`src/rtl/bsync_pkg.sv`:
```
`timescale 1ns/1ps
// Shared constants, types and the CRC step function for the byte-sync receiver.
// Assumes 8-bit characters and a 16-bit CRC processed MSB first.
package bsync_pkg;
    localparam int CHAR_W = 8;
    localparam int CRC_W  = 16;
    localparam int ADDR_W = 2;

    localparam logic [ADDR_W-1:0] A_DATA = 2'd0;   // read: data pop, write: control
    localparam logic [ADDR_W-1:0] A_STAT = 2'd1;   // read: status, write: sync pattern

    localparam int CTL_CRC_EN = 0;
    localparam int CTL_HUNT   = 1;

    typedef struct packed {
        logic crc_err;
        logic ovr;
    } err_ent_t;

    // Fold one character into the CRC, most significant bit first.
    function automatic logic [CRC_W-1:0] crc_fold(input logic [CRC_W-1:0] cur,
                                                  input logic [CHAR_W-1:0] ch,
                                                  input logic [CRC_W-1:0] poly);
        logic [CRC_W-1:0] r;
        logic             fb;
        r = cur;
        for (int i = CHAR_W - 1; i >= 0; i--) begin
            fb = r[CRC_W-1] ^ ch[i];
            r  = {r[CRC_W-2:0], 1'b0};
            if (fb) r = r ^ poly;
        end
        return r;
    endfunction
endpackage

```
`src/rtl/bsync_deser.sv`:
```
`timescale 1ns/1ps
// Hunt and character framing. Shifts serial bits in MSB first. While hunting it
// compares the last W bits with the sync pattern after every bit. After a match
// it emits one registered strobe per W bits.
// Assumes rx_tick is a single-cycle strobe synchronous to clk.
module bsync_deser #(
    parameter int             W        = 8,
    parameter logic [W-1:0]   SYNC_RST = 8'h16
) (
    input  logic         clk,
    input  logic         rst_n,
    input  logic         bit_tick,
    input  logic         bit_in,
    input  logic         hunt_req,
    input  logic         sync_wr,
    input  logic [W-1:0] sync_wdata,
    output logic         hunting,
    output logic         char_vld,
    output logic [W-1:0] char_data
);
    localparam int CNT_W = $clog2(W);

    logic [W-1:0]     sr_q;
    logic [W-1:0]     sync_q;
    logic [CNT_W-1:0] bcnt_q;
    logic [W-1:0]     shifted;

    // Next shift register value with the incoming bit.
    always_comb shifted = {sr_q[W-2:0], bit_in};

    // Sync pattern register, written by the CPU.
    always_ff @(posedge clk) begin
        if (!rst_n)       sync_q <= SYNC_RST;
        else if (sync_wr) sync_q <= sync_wdata;
    end

    // Hunt / framing state and the character strobe.
    always_ff @(posedge clk) begin
        if (!rst_n) begin
            sr_q      <= '0;
            bcnt_q    <= '0;
            hunting   <= 1'b1;
            char_vld  <= 1'b0;
            char_data <= '0;
        end else begin
            char_vld <= 1'b0;
            if (hunt_req) begin
                hunting <= 1'b1;
                bcnt_q  <= '0;
            end else if (bit_tick) begin
                sr_q <= shifted;
                if (hunting) begin
                    if (shifted == sync_q) begin
                        hunting <= 1'b0;
                        bcnt_q  <= '0;
                    end
                end else if (bcnt_q == CNT_W'(W - 1)) begin
                    char_vld  <= 1'b1;
                    char_data <= shifted;
                    bcnt_q    <= '0;
                end else begin
                    bcnt_q <= bcnt_q + 1'b1;
                end
            end
        end
    end
endmodule

```
`src/rtl/bsync_crc.sv`:
```
`timescale 1ns/1ps
// One-character delay stage feeding a CRC-16 accumulator. The delayed character
// is folded in when the next character arrives, gated by the inclusion enable
// at that moment. err_next is the error flag that the same edge will produce.
module bsync_crc
    import bsync_pkg::*;
#(
    parameter logic [CRC_W-1:0] POLY = 16'h1021,
    parameter logic [CRC_W-1:0] INIT = 16'hFFFF
) (
    input  logic              clk,
    input  logic              rst_n,
    input  logic              char_vld,
    input  logic [CHAR_W-1:0] char_data,
    input  logic              crc_en,
    input  logic              preset,
    input  logic              flush,
    output logic [CRC_W-1:0]  crc_q,
    output logic              dly_valid,
    output logic              err_next
);
    logic [CHAR_W-1:0] dly_q;
    logic [CRC_W-1:0]  crc_d;

    // Next CRC: preset wins, otherwise fold the delayed character if allowed.
    always_comb begin
        if (preset)                              crc_d = INIT;
        else if (char_vld && dly_valid && crc_en) crc_d = crc_fold(crc_q, dly_q, POLY);
        else                                     crc_d = crc_q;
        err_next = |crc_d;
    end

    // CRC register.
    always_ff @(posedge clk) begin
        if (!rst_n) crc_q <= INIT;
        else        crc_q <= crc_d;
    end

    // Delay stage holding the most recent character.
    always_ff @(posedge clk) begin
        if (!rst_n) begin
            dly_valid <= 1'b0;
            dly_q     <= '0;
        end else if (flush) begin
            dly_valid <= 1'b0;
        end else if (char_vld) begin
            dly_valid <= 1'b1;
            dly_q     <= char_data;
        end
    end
endmodule

```
`src/rtl/bsync_fifo.sv`:
```
`timescale 1ns/1ps
// Paired data and status queues sharing one write and one read pointer.
// A push is accepted when space exists or a pop frees a slot in the same cycle;
// otherwise the push is reported as dropped.
module bsync_fifo
    import bsync_pkg::*;
#(
    parameter int W     = 8,
    parameter int DEPTH = 4
) (
    input  logic                       clk,
    input  logic                       rst_n,
    input  logic                       push,
    input  logic [W-1:0]               push_data,
    input  err_ent_t                   push_err,
    input  logic                       pop,
    output logic [W-1:0]               head_data,
    output err_ent_t                   head_err,
    output logic [$clog2(DEPTH+1)-1:0] cnt,
    output logic                       dropped
);
    localparam int PTR_W = (DEPTH > 1) ? $clog2(DEPTH) : 1;
    localparam int CNT_W = $clog2(DEPTH + 1);

    logic [W-1:0]     data_mem [DEPTH];
    err_ent_t         err_mem  [DEPTH];
    logic [PTR_W-1:0] wr_ptr, rd_ptr;
    logic             do_pop, do_push, has_space;

    // Accept/drop decisions for this cycle.
    always_comb begin
        do_pop    = pop && (cnt != '0);
        has_space = (cnt != CNT_W'(DEPTH)) || do_pop;
        do_push   = push && has_space;
        dropped   = push && !has_space;
        head_data = data_mem[rd_ptr];
        head_err  = err_mem[rd_ptr];
    end

    // Storage writes for both queues at the shared write pointer.
    always_ff @(posedge clk) begin
        if (do_push) begin
            data_mem[wr_ptr] <= push_data;
            err_mem[wr_ptr]  <= push_err;
        end
    end

    // Pointers and occupancy.
    always_ff @(posedge clk) begin
        if (!rst_n) begin
            wr_ptr <= '0;
            rd_ptr <= '0;
            cnt    <= '0;
        end else begin
            if (do_push) wr_ptr <= (wr_ptr == PTR_W'(DEPTH - 1)) ? '0 : wr_ptr + 1'b1;
            if (do_pop)  rd_ptr <= (rd_ptr == PTR_W'(DEPTH - 1)) ? '0 : rd_ptr + 1'b1;
            cnt <= cnt + CNT_W'(do_push) - CNT_W'(do_pop);
        end
    end
endmodule

```
`src/rtl/bsync_rx.sv`:
```
`timescale 1ns/1ps
// Byte-sync receiver top: framing, deferred CRC inclusion, paired data/status
// queues and a small CPU register port. Read data is combinational on the
// address. A read of the data address pops in the cycle the strobe is high.
module bsync_rx
    import bsync_pkg::*;
#(
    parameter int               DEPTH    = 4,
    parameter logic [CHAR_W-1:0] SYNC_RST = 8'h16,
    parameter logic [CRC_W-1:0]  CRC_POLY = 16'h1021,
    parameter logic [CRC_W-1:0]  CRC_INIT = 16'hFFFF
) (
    input  logic              clk,
    input  logic              rst_n,
    input  logic              rx_tick,
    input  logic              rx_bit,
    input  logic              crc_preset,
    input  logic              cpu_rd,
    input  logic              cpu_wr,
    input  logic [ADDR_W-1:0] cpu_addr,
    input  logic [CHAR_W-1:0] cpu_wdata,
    output logic [CHAR_W-1:0] cpu_rdata
);
    localparam int CNT_W = $clog2(DEPTH + 1);

    logic              hunting, char_vld, hunt_req, sync_wr, pop_req;
    logic [CHAR_W-1:0] char_data, head_data;
    logic              crc_en_q, ovr_pend_q, dly_valid, err_next, dropped, avail;
    logic [CRC_W-1:0]  crc_q;
    err_ent_t          head_err, push_err;
    logic [CNT_W-1:0]  fifo_cnt;

    // Decode CPU strobes.
    always_comb begin
        hunt_req = cpu_wr && (cpu_addr == A_DATA) && cpu_wdata[CTL_HUNT];
        sync_wr  = cpu_wr && (cpu_addr == A_STAT);
        pop_req  = cpu_rd && (cpu_addr == A_DATA);
        push_err = '{crc_err: err_next, ovr: ovr_pend_q};
        avail    = (fifo_cnt != '0);
    end

    // CRC inclusion enable, written through the control register.
    always_ff @(posedge clk) begin
        if (!rst_n)                             crc_en_q <= 1'b0;
        else if (cpu_wr && cpu_addr == A_DATA)  crc_en_q <= cpu_wdata[CTL_CRC_EN];
    end

    // Pending overrun mark, carried by the next stored character.
    always_ff @(posedge clk) begin
        if (!rst_n)        ovr_pend_q <= 1'b0;
        else if (dropped)  ovr_pend_q <= 1'b1;
        else if (char_vld) ovr_pend_q <= 1'b0;
    end

    // Register read multiplexer.
    always_comb begin
        case (cpu_addr)
            A_DATA:  cpu_rdata = avail ? head_data : '0;
            A_STAT:  cpu_rdata = {4'b0, hunting, avail, avail & head_err.ovr, avail & head_err.crc_err};
            default: cpu_rdata = '0;
        endcase
    end

    bsync_deser #(.W(CHAR_W), .SYNC_RST(SYNC_RST)) deser_i (
        .clk(clk), .rst_n(rst_n), .bit_tick(rx_tick), .bit_in(rx_bit),
        .hunt_req(hunt_req), .sync_wr(sync_wr), .sync_wdata(cpu_wdata),
        .hunting(hunting), .char_vld(char_vld), .char_data(char_data)
    );

    bsync_crc #(.POLY(CRC_POLY), .INIT(CRC_INIT)) crc_i (
        .clk(clk), .rst_n(rst_n), .char_vld(char_vld), .char_data(char_data),
        .crc_en(crc_en_q), .preset(crc_preset), .flush(hunt_req),
        .crc_q(crc_q), .dly_valid(dly_valid), .err_next(err_next)
    );

    bsync_fifo #(.W(CHAR_W), .DEPTH(DEPTH)) fifo_i (
        .clk(clk), .rst_n(rst_n), .push(char_vld), .push_data(char_data),
        .push_err(push_err), .pop(pop_req), .head_data(head_data),
        .head_err(head_err), .cnt(fifo_cnt), .dropped(dropped)
    );
endmodule

```
`config.mk`:
```
export PLATFORM = sky130hd
export DESIGN_NAME = bsync_rx
export DESIGN_NICKNAME = d
export VERILOG_FILES = /design/src/rtl/bsync_pkg.sv /design/src/rtl/bsync_deser.sv /design/src/rtl/bsync_crc.sv /design/src/rtl/bsync_fifo.sv /design/src/rtl/bsync_rx.sv
export SDC_FILE = /design/constraint.sdc
export NUM_CORES = 1
export LEC_CHECK = 0
export ABC_AREA = 1
export BUFFER_PORTS_ARGS = -buffer_cell sky130_fd_sc_hd__buf_2
export CAP_MARGIN = 20
export CELL_PAD_IN_SITES_DETAIL_PLACEMENT = 1
export CELL_PAD_IN_SITES_GLOBAL_PLACEMENT = 1
export CORE_UTILIZATION = 41
export CTS_CLUSTER_SIZE = 30
export DETAILED_ROUTE_END_ITERATION = 6
export GPL_TIMING_DRIVEN = 0
export PLACE_DENSITY_LB_ADDON = 0.1
export SLEW_MARGIN = 40
export SYNTH_ARGS = -nofsm -noshare
export SYNTH_HDL_FRONTEND = slang
export SYNTH_SLANG_ARGS = --single-unit
```
`constraint.sdc`:
```
create_clock -name clk -period 2.3 [get_ports clk]
set_input_delay 0.23 -clock clk [delete_from_list [all_inputs] [get_ports clk]]
set_output_delay 0.23 -clock clk [all_outputs]
set_load 0.005 [all_outputs]
```
==> results of run 1 <==
[worst max-delay path, delay by kind of cell, from the launching register on]
| family | cells | cell delay [ns] |
|---|---|---|
| buf+inv | 4 | 0.34 |
| simple gates | 5 | 0.46 |
| fa+ha+maj | 3 | 0.74 |
| flops | 1 | 0.38 |
| xor+xnor | 1 | 0.17 |
| compound gates | 1 | 0.11 |
[per-stage QoR]
stage / setup WS (ns) / total power [W] / hold WS [ns] / instance area, µm²
2_1_floorplan: 0.147 / 0.00203 / 0.333 / 4620
3_3_place_gp: -0.329 / 0.00208 / 0.428 / 4910
3_5_place_dp: -0.466 / 0.00208 / 0.434 / 4920
4_1_cts: 0.0399 / 0.00335 / 0.0346 / 5210
5_1_grt: -0.0194 / 0.00344 / 0.0578 / 5290
6_report: 0.0524 / 0.00332 / 0.0431 / 5290
[registers in the layout (all words and copies together), names as in the netlist, named ones only]
name and cells:
fifo_i.err_mem 8, deser_i.sr_q 7, ovr_pend_q 1, fifo_i.data_mem 32, fifo_i.cnt 3, deser_i.bcnt_q 3
deser_i.char_data 8, crc_i.dly_valid 1, deser_i.char_vld 1, deser_i.sync_q 8, crc_en_q 1, deser_i.hunting 1
fifo_i.wr_ptr 2, crc_i.dly_q 8, crc_i.crc_q 16, fifo_i.rd_ptr 2
[cell usage in the layout (no fill, tap or decap), types with 2 or more instances in the layout]
cell / Yosys / routed
ha_1: 9 / 7
nand2_4: 0 / 3
a21oi_1: 40 / 39
inv_1: 56 / 52
clkbuf_8: 0 / 10
dfxtp_2: 0 / 2
edfxtp_1: 40 / 40
o21ai_0: 46 / 45
dfxtp_1: 64 / 61
buf_2: 4 / 27
nor2_2: 2 / 5
nor2_4: 0 / 2
nand4_1: 3 / 3
nand2_1: 135 / 132
xor2_1: 3 / 2
a221oi_1: 2 / 2
ha_4: 0 / 2
inv_2: 1 / 5
buf_6: 2 / 2
xnor2_1: 5 / 5
buf_4: 0 / 8
clkbuf_1: 10 / 10
a32o_1: 2 / 2
nand3_1: 46 / 45
bufinv_16: 0 / 2
nor3_1: 2 / 2
nor2_1: 76 / 71
inv_6: 0 / 2
a21oi_2: 1 / 2
[final cells by class]
class | count | area (µm²)
fill | 1336 | 5600
sequential | 104 | 2490
multi-input combinational | 383 | 1930
inverter | 57 | 214
timing repair buffer | 31 | 175
tap | 140 | 175
clock buffer | 10 | 138
clock inverter | 6 | 87.6
buffer | 16 | 80.1
[per-layer routing]
layer | up-vias | track usage (%) | part of all wire (%)
met2 | 46 | 39.9 | 51
met3 | 10 | 2.41 | 1.9
met5 | - | 0 | 0
met1 | 1871 | 28.2 | 46
li1 | 1924 | - | -
met4 | 0 | 8.12 | 1.2
[power breakdown]
part | switching (W) | internal (W)
Sequential | 0.0000151 | 0.00191
Clock | 0.000640 | 0.000646
Combinational | 0.0000742 | 0.0000384
Total | 0.000729 | 0.00259
[kinds of logic after synthesis]
family	after synthesis
DFF	104
buffers and inverters	73
adders and majority gates	10
AOI/OAI and AO/OA	97
xor gates and xnor gates	8
and+or+nand+nor	268
[worst paths after layout]
path	endpoint	slack (ns)	depth (start not counted)
hold / removal	deser_i.sync_q[4]$_SDFFE_PN1P_	0.04	3
hold reg to reg	deser_i.sync_q[3]$_SDFFE_PN0P_	0.48	2
setup reg to reg	fifo_i.cnt[2]$_SDFF_PN0_	0.05	14
setup / recovery	fifo_i.cnt[2]$_SDFF_PN0_	0.05	14
[what timing repair did]
action	4_1_cts	5_1_grt
pin swaps	3	7
buffers inserted	4	4
setup endpoints to repair	43	1
cloned	0	0
endpoints found under the hold margin	0	0
gates resized for setup	15	10
==> flow_results.org, run 1 <==
** Final layout
- Fraction of layout cells with a size suffix above 1 :: 13.7%
- Final Util :: 48.6%
- Cell Count, Final, Fillers Out :: 747
- Antenna diode count :: 0
- From synthesis to final layout, the design area changed by 14.5%.
- Post-layout nets :: 629

** GRT
- Total track usage :: 22.5%
- Largest net degree at the start of global routing :: 18
- Wire length of the first global-routing pass :: 19.4 mm
- The number of antenna violations at the first check in global routing is 0.
- Summed over all layers, the global routing overflow is 0.
- The via count of the first global-routing pass is 3916.

** Setup path
- Source of the critical timing path :: fifo_i.cnt[0]$_SDFF_PN0_
- Req. time, crit path :: 2.62 ns
- The worst register-to-register path begins at fifo_i.cnt[0]$_SDFF_PN0_.
- Most used cell along the critical path :: inv_2
- The critical path is of the flip-flop to flip-flop type.
- STA puts the critical path data arrival time at 2.57 ns.
- On the worst path, the slowest cell contributes a delay of 0.40 ns.
- Among all stages on the critical path, the largest delay is contributed by fa_2.
- The worst setup path is captured at a flip-flop.
- Maximum fanout along the worst path :: 3
- Cell-by-cell trace of the critical path :: nor2_4 -> nand2_4 -> nand2_4 -> nor2_4 -> nand2_2 -> inv_2 -> ha_4 -> inv_2 -> ha_4 -> inv_2 -> fa_2 -> xor2_2 -> buf_4 -> a21oi_2
- Critical Path Source Type :: flip-flop

** Routing
- The routed design has 12.2 mm of wire.
- Antenna-violating nets left :: 0
- After detailed routing, the number of vias per cell comes to 5.16.
- Drc violations :: 0
- Number of vias after detailed routing :: 3851
- The first detailed-routing pass took 4 iterations.
- Wire length per cell after detailed routing :: 16.4 µm
- Drt first-iter violations :: 164

** Outcome
- The run finished with clean final reports.

** Synthesis
- The number of nets in the synthesized netlist is 587.
- Yosys cell types :: 32
- In this run the biggest area consumer among cell types represents 27.8% of the synthesized area.
- Yosys instantiated no cell more often than nand2_1.
- Synthesis produced 560 cells.
- Summing the areas of all xor and xnor instances in the mapped netlist gives 1.52% of the synthesized area.
- Post-Syn Area per Cell :: 8.24 µm²
- Yosys mapped a number of flops with a built-in enable equal to 40.
- Post-synth top flop :: dfxtp_1
- Sequential cell area fraction in the yosys report :: 53.8%
- Synth warnings :: 0
- Post-synthesis compound-gate area fraction :: 11.6%
- Post-synthesis async set-or-reset flop share :: 0%
- Of the total synthesized cell area, the portion taken by AND, OR, NAND and NOR gates is 23.9%.
- Post-synthesis mux area share :: 0%
- Library cell occupying the most area in the post-synthesis netlist :: dfxtp_1
- Synth Register Bits :: 104
- Post-synthesis adder-cell area fraction :: 2.87%
- Main area contributors after synthesis :: dfxtp_1 28%, edfxtp_1 26%, nand2_1 11%
- Most used standard cells in the synthesized netlist :: 135 x nand2_1, 76 x nor2_1, 64 x dfxtp_1
- After synthesis, the largest family of logic cells by area is simple AND/OR/NAND/NOR gates.
- The mapped netlist covers 0.00462 mm².

** STA
- Period utilization :: 97.7%
- The worst path needs 2.25 ns of the cycle, external delays included.
- Final setup violation count :: 0
- Maximum clock rate :: 445 MHz
- Slew Limit Fails :: 0
- Worst slew margin relative to its limit :: 53.5%
- Across the routed clock network, the largest skew measured is 0.00983 ns.
- Final TNS setup :: 0 ns
- Fin. Hold Viols :: 0
- At the pin with the least slew margin, the transition time is 0.698 ns.

** Clock tree
- CTS HTree Levels :: 3
- The root buffer cell chosen for the clock tree is clkbuf_8.
- Clock-pin slew of the registers on the worst-case setup and hold paths :: 0.10 ns
- Worst skew pair latency :: 0.38 ns
- Number of buffers on the longest clock path :: 2
- Clock tree from TritonCTS :: built
- Clock buffers created by TritonCTS :: 9
- CTS saw 104 sinks.
- Quantity of hold-fixing buffers added after cts :: 0

** Job
- The tool flagged a number of max-cap violations equal to 0.

** Placement
- In this run the tool buffered the top-level ports with 23 buffer cells.
- After legalization and detailed placement, the total HPWL measured 8.90 mm.
- Once placement completed, the tool counted placed cells totaling 723.
- GPL Wtd Cong :: 0.781

** Pwr
- In this run the static leakage power is 2.24 nW.
- VDD sags by at most 244 µV.
- Total power per unit cell area :: 629 mW/mm²

** Floorplan
- Die footprint :: 0.0117 mm²
- For this configuration, the core starts out at a cell density of 42.4%.
- Horiz. Die Dim :: 108 µm
- In this run the core area contains 38 standard-cell rows.
- Number of I/O pins :: 25
- In this run the standard cell core region covers 0.0109 mm².
- The die is 108 µm tall.

** Min path
- The worst hold path belongs to the class primary input to flip-flop.
- Worst min-delay path startpoint :: cpu_wdata[4]
Power figures use the tool's default switching activity.
==> run 2, diff against run 1 <==
--- a/config.mk
+++ b/config.mk
@@ -15,6 +15,7 @@
 export DETAILED_ROUTE_END_ITERATION = 6
 export GPL_TIMING_DRIVEN = 0
 export PLACE_DENSITY_LB_ADDON = 0.1
+export REMOVE_ABC_BUFFERS = 1
 export SLEW_MARGIN = 40
 export SYNTH_ARGS = -nofsm -noshare
 export SYNTH_HDL_FRONTEND = slang
==> run 2 against run 1 <==
Clock power is 21% lower. Combinational power decreased by 5%. Setup slack lost 0.026 ns. Utilization decreased by 0.94 points. Critical path depth fell by 8. Non-clock buffer count shrank 12. Worst hold slack improved by 0.0042 ns. Clock skew fell by 0.0011 ns. Power is 8.2% lower. Via count decreased by 2.4%. Largest power group unchanged.
==> flow_results.org, run 2 (synthesis gave the netlist of run 1 again) <==
** Final layout
- The number of fillers in the final layout was 1337 (was 1336).
- The proportion of layout cells with a drive suffix above 1 is 13.8% (was 13.7%).
- Register with the most flip-flops :: fifo_i.data_mem (unchanged)
- Antenna diode count :: 0 (unchanged)
- Layout-stage area growth over the synthesis result :: 12.3% (was 14.5%)
- Final Util :: 47.6% (was 48.6%)
- The number of flip-flops in the largest register came to 32 (unchanged).
- Post-layout nets :: 618 (was 629)
- Commonest non-fill, non-tap cells in the layout: 132 x nand2_1, 71 x nor2_1, 60 x dfxtp_1, 51 x inv_1 (was 132 x nand2_1, 71 x nor2_1, 61 x dfxtp_1, 52 x inv_1).
- Cell Count, Final, Fillers Out :: 736 (was 747)
- Most common cell after layout, fill and taps aside :: nand2_1 (unchanged)
- The area of all placed cells without fillers was 0.00518 mm² (was 0.00529 mm²).
- Largest registers :: fifo_i.data_mem (32), crc_i.crc_q (16) (unchanged)

** Routing
- The remaining design rule violation count is 0 (unchanged).
- The via-per-instance ratio is 5.11 (was 5.16).
- Drt first-iter violations :: 116 (was 164)
- The number of antenna-violating nets in the routed design was 0 (unchanged).
- Number of vias after detailed routing :: 3760 (was 3851)
- The detailed-route wire length was 11.6 mm (was 12.2 mm).
- The average routed wire per standard cell is 15.8 µm (was 16.4 µm).
- Number of iterations in the first detailed-routing pass :: 5 (was 4)

** Setup path
- The critical path class was flip-flop to output port (was flip-flop to flip-flop).
- Cell-by-cell trace of the critical path :: inv_1 -> a21oi_1 -> a221oi_1 -> nor2_1 -> a21oi_1 -> buf_2 (was nor2_4 -> nand2_4 -> nand2_4 -> nor2_4 -> nand2_2 -> inv_2 -> ha_4 -> inv_2 -> ha_4 -> inv_2 -> fa_2 -> xor2_2 -> buf_4 -> a21oi_2)
- Crit-path leading delay family :: buffers and inverters (was adder cells)
- Maximum fanout along the worst path :: 12 (was 3)
- The arrival time at the worst endpoint was 2.04 ns (was 2.57 ns).
- Critical Path Source Type :: flip-flop (unchanged)
- The longest individual stage delay on the worst path came to 0.44 ns (was 0.40 ns).
- Launch instance of the worst register-to-register path :: fifo_i.cnt[2]$_SDFF_PN0_ (was fifo_i.cnt[0]$_SDFF_PN0_)
- The worst-path cell with the longest stage delay is dfxtp_1 (was fa_2).
- Number of buffers and inverters on the critical path :: 2 (was 4)
- The most frequent cell on the critical path was a21oi_1 (was inv_2).
- The kind of end point of the critical path is an output port (was flip-flop).
- The data required time at the worst endpoint is 2.07 ns (was 2.62 ns).

** Pwr
- The sequential power share was 63.0% (was 57.9%).
- Net Sw Power :: 0.000693 W (was 0.000729 W)
- Largest voltage drop on the vdd net :: 402 µV (was 244 µV)
- Share of power burned in combinational logic :: 3.5% (was 3.4%)
- The ratio of total power to cell area is 589 mW/mm² (was 629 mW/mm²).
- Switching share of power :: 22.7% (was 21.9%)
- The proportion of power drawn by the clock network was 33.5% (was 38.7%).
- Power Total :: 0.00305 W (was 0.00332 W)
- The leakage power figure came to 2.19 nW (was 2.24 nW).
- P_int :: 0.00236 W (was 0.00259 W)

** Min path
- Kind of path behind the tightest hold check :: primary input to flip-flop (unchanged)
- Worst min-delay path startpoint :: cpu_wdata[2] (was cpu_wdata[4])

** GRT
- The total routing usage reported by global routing is 21.3% (was 22.5%).
- The global-route wire length before repair came to 18.8 mm (was 19.4 mm).
- The via count of the first global-routing pass is 3826 (was 3916).
- The global route total overflow came to 0 (unchanged).
- Number of antenna violations at the first check in global routing :: 0 (unchanged)
- Largest net degree at the start of global routing :: 53 (was 18)

** Clock tree
- CTS HTree Levels :: 3 (unchanged)
- Clock Sinks :: 104 (unchanged)
- Cell at the root of the clock tree :: clkbuf_8 (unchanged)
- The clock buffer count from CTS was 9 (unchanged).
- The CTS tree is built (unchanged).
- The clock latency at the later pin of the worst-skew pair is 0.37 ns (was 0.38 ns).
- The maximum root-to-sink buffer count was 2 (unchanged).
- Clock-pin slew of the registers on the worst-case setup and hold paths :: 0.09 ns (was 0.10 ns)

** Floorplan
- Starting density of the core :: 42.4% (unchanged)
- Horiz. Die Dim :: 108 µm (unchanged)
- The core outline area is 0.0109 mm² (unchanged).
- The total die area was 0.0117 mm² (unchanged).
- The row count is 38 (unchanged).
- The number of top-level pins is 25 (unchanged).
- The vertical extent of the die came to 108 µm (unchanged).

** Placement
- The half-perimeter wire length after detailed placement is 8.06 mm (was 8.90 mm).
- The routability congestion estimate is 0.750 (was 0.781).
- The count of placed standard cells including taps came to 708 (was 723).
- The post-place instance area is 0.00484 mm² (was 0.00492 mm²).
- Count of input and output buffers :: 24 (was 23)

** Outcome
- Run status :: finished, final reports clean (unchanged)

** STA
- Final critical path time including I/O delays and setup :: 2.27 ns (was 2.25 ns)
- Final TNS setup :: 0 ns (unchanged)
- The setup violation total in the final timing report was 0 (unchanged).
- Maximum clock rate :: 440 MHz (was 445 MHz)
- Worst slew pin tran :: 0.620 ns (was 0.698 ns)
- The worst setup skew after layout is 0.00870 ns (was 0.00983 ns).
- The headroom to the max-slew limit was 58.6% (was 53.5%).
- The final-report hold violation count was 0 (unchanged).
- The final number of max-transition violations is 0 (unchanged).
- Period utilization :: 98.9% (was 97.7%)
- Setup repair after global routing could not meet its margin everywhere.

** Job
- Max Cap Violations :: 0 (unchanged)
## run 2: cell count changes in the layout (fill, tap and decap cells not counted), sizes merged
cell,previous run,this run
clkbuf,20,10
clkinv,1,5
inv,59,55
clkinvlp,1,4
buf,37,35
bufinv,2,0
## run 2: area by class of cell
class                           instances  area [µm²]  area share, %
Sequential cell                       104        2490           48.1
Inverter                               57         219           4.22
Timing Repair Buffer                   35         205           3.96
Multi-Input combinational cell        383        1910           36.8
Clock buffer                           10         138           2.66
Tap cell                              140         175           3.38
Clock inverter                          6        35.0          0.676
Timing Repair inverter                  1        7.51          0.145
## run 2: what timing repair did
action,CTS,global route
endpoints found under the setup margin,10,8
gates cloned,0,1
gates resized for setup,10,18
pin swaps,3,9
buffers inserted,3,8
hold buffers,0,0
## run 2: path summary, 6_finish.rpt
check	to	depth (start not counted)	slack, ns
worst min register to register	deser_i.sync_q[3]$_SDFFE_PN0P_	2	0.47
worst max-delay path	cpu_rdata[0]	6	0.03
worst max register to register	fifo_i.cnt[2]$_SDFF_PN0_	14	0.08
worst min-delay path	deser_i.sync_q[2]$_SDFFE_PN1P_	3	0.05
## run 2: worst register-to-register path, stage by stage (launching register included)
cell and delay, ns:
dfxtp_4 0.38, inv_1 0.05, nand2_2 0.09, nand2_4 0.07, nor2_4 0.11, nand2_2 0.09, inv_2 0.08, ha_4 0.19
inv_2 0.04, ha_2 0.15, inv_2 0.04, fa_2 0.39, xor2_2 0.18, o21ai_1 0.09, a21oi_1 0.18
## run 2: per-layer routing
layer  routed length, µm  global-route usage [%]  part of all wire (%)
met5                   0                       0                     0
met1                5280                    24.3                    45
met3                 296                    4.88                   2.5
met4                 114                    5.48                  0.98
met2                5960                    39.5                    51
## run 2: through the flow
stage,hold slack [ns],worst slack (ns)
finish,0.0473,0.0261
CTS,0.0355,-0.0184
global placement,0.427,-0.215
detailed placement,0.434,-0.259
floorplan,0.299,0.147
global route,0.0558,-0.0573
## run 2: power groups by stage
stage,combinational (W),sequential (W),clock (W)
6_report,0.000107,0.00192,0.00102
5_1_grt,0.000122,0.00193,0.00111
4_1_cts,0.000108,0.00193,0.00106
3_5_place_dp,0.000106,0.00197,0
3_3_place_gp,0.000103,0.00197,0
2_1_floorplan,0.0000534,0.00196,0
==> run 3, diff against run 2 <==
--- a/config.mk
+++ b/config.mk
@@ -10,12 +10,13 @@
 export CAP_MARGIN = 20
 export CELL_PAD_IN_SITES_DETAIL_PLACEMENT = 1
 export CELL_PAD_IN_SITES_GLOBAL_PLACEMENT = 1
-export CORE_UTILIZATION = 41
+export CORE_UTILIZATION = 49
 export CTS_CLUSTER_SIZE = 30
 export DETAILED_ROUTE_END_ITERATION = 6
 export GPL_TIMING_DRIVEN = 0
 export PLACE_DENSITY_LB_ADDON = 0.1
 export REMOVE_ABC_BUFFERS = 1
+export SKIP_LAST_GASP = 1
 export SLEW_MARGIN = 40
 export SYNTH_ARGS = -nofsm -noshare
 export SYNTH_HDL_FRONTEND = slang
==> constraint.sdc (replaced) <==
create_clock -name clk -period 2.85 [get_ports clk]
set_input_delay 0.285 -clock clk [delete_from_list [all_inputs] [get_ports clk]]
set_output_delay 0.285 -clock clk [all_outputs]
set_load 0.005 [all_outputs]
==> run 3 against run 2 <==
Register-to-register slack improved by 0.20 ns. Cell count decreased by 5.6%. Setup slack improved by 0.25 ns. Critical path type is now flip-flop to flip-flop. Critical endpoint is now fifo_i.cnt[2]$_SDFF_PN0_. Largest power group unchanged. Highest routed layer unchanged.
==> flow_results.org, run 3 (synthesis gave the netlist of run 1 again) <==
** Setup path
- The kind of cell adding the most delay to the critical path was adder cells (was buffers and inverters).
- Cell-by-cell trace of the critical path :: nor2_1 -> nand2_1 -> nand2_1 -> nor2_2 -> nand2_1 -> inv_1 -> ha_1 -> inv_1 -> ha_1 -> inv_1 -> fa_1 -> xor2_1 -> o21ai_0 -> a21oi_1 (was inv_1 -> a21oi_1 -> a221oi_1 -> nor2_1 -> a21oi_1 -> buf_2)
- The kind of end point of the critical path is a flip-flop (was output port).
- Worst EP arrival :: 2.84 ns (was 2.04 ns)
- Count of cells along the worst register-to-register path :: 14 (unchanged)
- The startpoint of the lowest-slack register-to-register path is fifo_i.cnt[1]$_SDFF_PN0_ (was fifo_i.cnt[2]$_SDFF_PN0_).
- The buffers plus inverters on the worst setup path came to 3 (was 2).
- The endpoint of the worst register-to-register path was fifo_i.cnt[2]$_SDFF_PN0_ (unchanged).
- The longest individual stage delay on the worst path came to 0.41 ns (was 0.44 ns).
- The critical path class is flip-flop to flip-flop (was flip-flop to output port).
- The worst-path cell with the longest stage delay was dfxtp_1 (unchanged).
- The setup slack of the worst register-to-register path was 0.28 ns (was 0.08 ns).
- The category of the worst setup path launch point is a flip-flop (unchanged).
- Req. time, crit path :: 3.12 ns (was 2.07 ns)
- Maximum fanout along the worst path :: 4 (was 12)

** Floorplan
- Core ar. :: 0.00920 mm² (was 0.0109 mm²)
- The width of the die came to 99.1 µm (was 108 µm).
- The row count was 35 (was 38).
- The vertical extent of the die was 99.1 µm (was 108 µm).
- The initial core utilization was 50.2% (was 42.4%).
- Die footprint :: 0.00981 mm² (was 0.0117 mm²)
- Number of I/O pins :: 25 (unchanged)

** Clock tree
- Quantity of hold-fixing buffers added after cts :: 0 (unchanged)
- CTS HTree Levels :: 3 (unchanged)
- The clock transition at the register clock pins on the worst setup and hold paths after CTS was 0.10 ns (was 0.09 ns).
- The clock root buffer master is clkbuf_8 (unchanged).
- Clock Sinks :: 104 (unchanged)
- The maximum root-to-sink buffer count was 2 (unchanged).
- The clock buffer count from CTS is 9 (unchanged).
- The clock latency at the later pin of the worst-skew pair was 0.37 ns (about the same).
- Clock tree from TritonCTS :: built (unchanged)

** STA
- The headroom to the max-slew limit was 58.2% (was 58.6%).
- The setup violation total in the final timing report is 0 (unchanged).
- Fin. Hold Viols :: 0 (unchanged)
- Worst Clk Skew :: 0.0113 ns (was 0.00870 ns)
- Worst slew pin tran :: 0.627 ns (was 0.620 ns)
- Slew Limit Fails :: 0 (unchanged)
- RSZ-0062 raised after global routing: no (was yes).
- Static timing analysis puts the maximum clock frequency at 389 MHz.
- Final TNS setup :: 0 ns (unchanged)
- The worst path uses 90.3% of the clock period.
- Final critical path time including I/O delays and setup :: 2.57 ns

** Min path
- The class of the tightest hold or removal check was primary input to flip-flop (unchanged).
- The cell depth of the worst min-delay path was 3 (unchanged).
- Worst min-delay path startpoint :: cpu_wdata[4] (was cpu_wdata[2])
- Min-Delay Endpoint :: deser_i.sync_q[4]$_SDFFE_PN1P_ (was deser_i.sync_q[2]$_SDFFE_PN1P_)

** GRT
- The global route total overflow came to 0 (unchanged).
- Number of antenna violations at the first check in global routing :: 0 (unchanged)
- Number of global-route vias before repair :: 3921 (was 3826)
- The met3 routing resource usage after global routing was 3.97% (was 4.88%).
- The met2 usage in global routing was 44.6% (was 39.5%).
- The total routing usage reported by global routing was 24.2% (was 21.3%).
- Wire length of the first global-routing pass :: 18.5 mm (was 18.8 mm)
- Grt met1 use :: 29.5% (was 24.3%)
- The layer with the highest usage was met2 (unchanged).
- Largest net degree at the start of global routing :: 53 (unchanged)

** Final layout
- Final Util :: 54.5% (was 47.6%)
- Post-route cell area :: 0.00501 mm² (was 0.00518 mm²)
- Most common cell after layout, fill and taps aside :: nand2_1 (unchanged)
- Antenna diode count :: 0 (unchanged)
- Number of flip-flops in the largest register :: 32 (unchanged)
- Register with the most flip-flops :: fifo_i.data_mem (unchanged)
- Fraction of layout cells with a size suffix above 1 :: 9.25% (was 13.8%)
- The non-filler instance count after layout was 695 (was 736).
- The layout overhead on the synthesized area is 8.57% (was 12.3%).
- The number of nets in the finished design is 606 (was 618).
- Largest registers :: fifo_i.data_mem (32), crc_i.crc_q (16) (unchanged)
- Commonest non-fill, non-tap cells in the layout :: 135 x nand2_1, 72 x nor2_1, 63 x dfxtp_1, 56 x inv_1 (was 132 x nand2_1, 71 x nor2_1, 60 x dfxtp_1, 51 x inv_1)

** Routing
- Drc violations :: 0 (unchanged)
- Detailed-route vias per instance :: 5.40 (was 5.11)
- The number of antenna-violating nets in the routed design came to 0 (unchanged).
- Number of vias after detailed routing :: 3752 (was 3760)
- Number of iterations in the first detailed-routing pass :: 4 (was 5)
- The detailed-route wire length came to 10.9 mm (was 11.6 mm).
- The average routed wire per standard cell is 15.7 µm (was 15.8 µm).
- The starting DRC count in detailed routing is 110 (was 116).

** Pwr
- The ratio of total power to cell area came to 514 mW/mm² (was 589 mW/mm²).
- The leakage power figure is 2.14 nW (was 2.19 nW).
- Power Total :: 0.00258 W (was 0.00305 W)
- Largest voltage drop on the vdd net :: 213 µV (was 402 µV)

** Placement
- The half-perimeter wire length after detailed placement came to 7.95 mm (was 8.06 mm).
- The number of buffer cells added on primary ports came to 24 (unchanged).
- Cell area reported after detailed placement :: 0.00481 mm² (was 0.00484 mm²)
- Placed cells :: 679 (was 708)
- GPL Wtd Cong :: 0.827 (was 0.750)

** Job
- The number of max-capacitance violations reported was 0 (unchanged).

** Outcome
- Run status :: finished, final reports clean (unchanged)
-- run 3: layer usage --
layer  vias up  routed length, µm
li1       1866                  -
met1      1835               4980
met3        11                246
met5         -                  0
met2        40               5580
met4         0                144
-- run 3: worst max-delay path by stage --
stage                                        start                  endpoint  slack [ns]  cells past startpoint
after floorplan           fifo_i.cnt[1]$_SDFF_PN0_  fifo_i.cnt[2]$_SDFF_PN0_        0.70                     14
after global placement    fifo_i.cnt[1]$_SDFF_PN0_  fifo_i.cnt[2]$_SDFF_PN0_        0.37                     14
after detailed placement  fifo_i.cnt[1]$_SDFF_PN0_  fifo_i.cnt[2]$_SDFF_PN0_        0.26                     14
after CTS                                flip-flop              cpu_rdata[3]        0.13                      5
after global routing      fifo_i.cnt[1]$_SDFF_PN0_  fifo_i.cnt[2]$_SDFF_PN0_        0.01                     14
final                     fifo_i.cnt[1]$_SDFF_PN0_  fifo_i.cnt[2]$_SDFF_PN0_        0.28                     14
-- run 3: layout make-up --
cell class / instances / area, µm²
sequential: 104 / 2480
multi-input combinational: 383 / 1850
tap: 111 / 139
inverter: 57 / 214
fill: 1150 / 4190
timing repair buffer: 24 / 123
clock inverter: 7 / 78.8
clock buffer: 9 / 124
-- run 3: power breakdown --
group / total (W) / switching, W / leakage (nW) / internal (W)
logic: 0.0000843 / 0.0000548 / 1.21 / 0.0000294
registers: 0.00156 / 0.0000129 / 0.843 / 0.00154
clock network: 0.000938 / 0.000523 / 0.0939 / 0.000414
total: 0.00258 / 0.000591 / 2.14 / 0.00199
-- run 3: per-stage QoR --
stage               setup slack (ns)  hold slack [ns]
detailed placement             0.262            0.465
finish                         0.277            0.109
global route                 0.00954            0.119
floorplan                      0.697            0.354
global placement               0.369            0.454
CTS                            0.128            0.103
-- run 3: what timing repair did --
action,4_1_cts,5_1_grt
setup endpoints to repair,0,3
resized for setup,0,1
endpoints found under the hold margin,0,0
buffers inserted,0,0
-- run 3: worst min-delay path, delay by kind of cell --
kind          cells  cell delay (ns)
simple gates      2             0.09
buf+inv           1             0.07
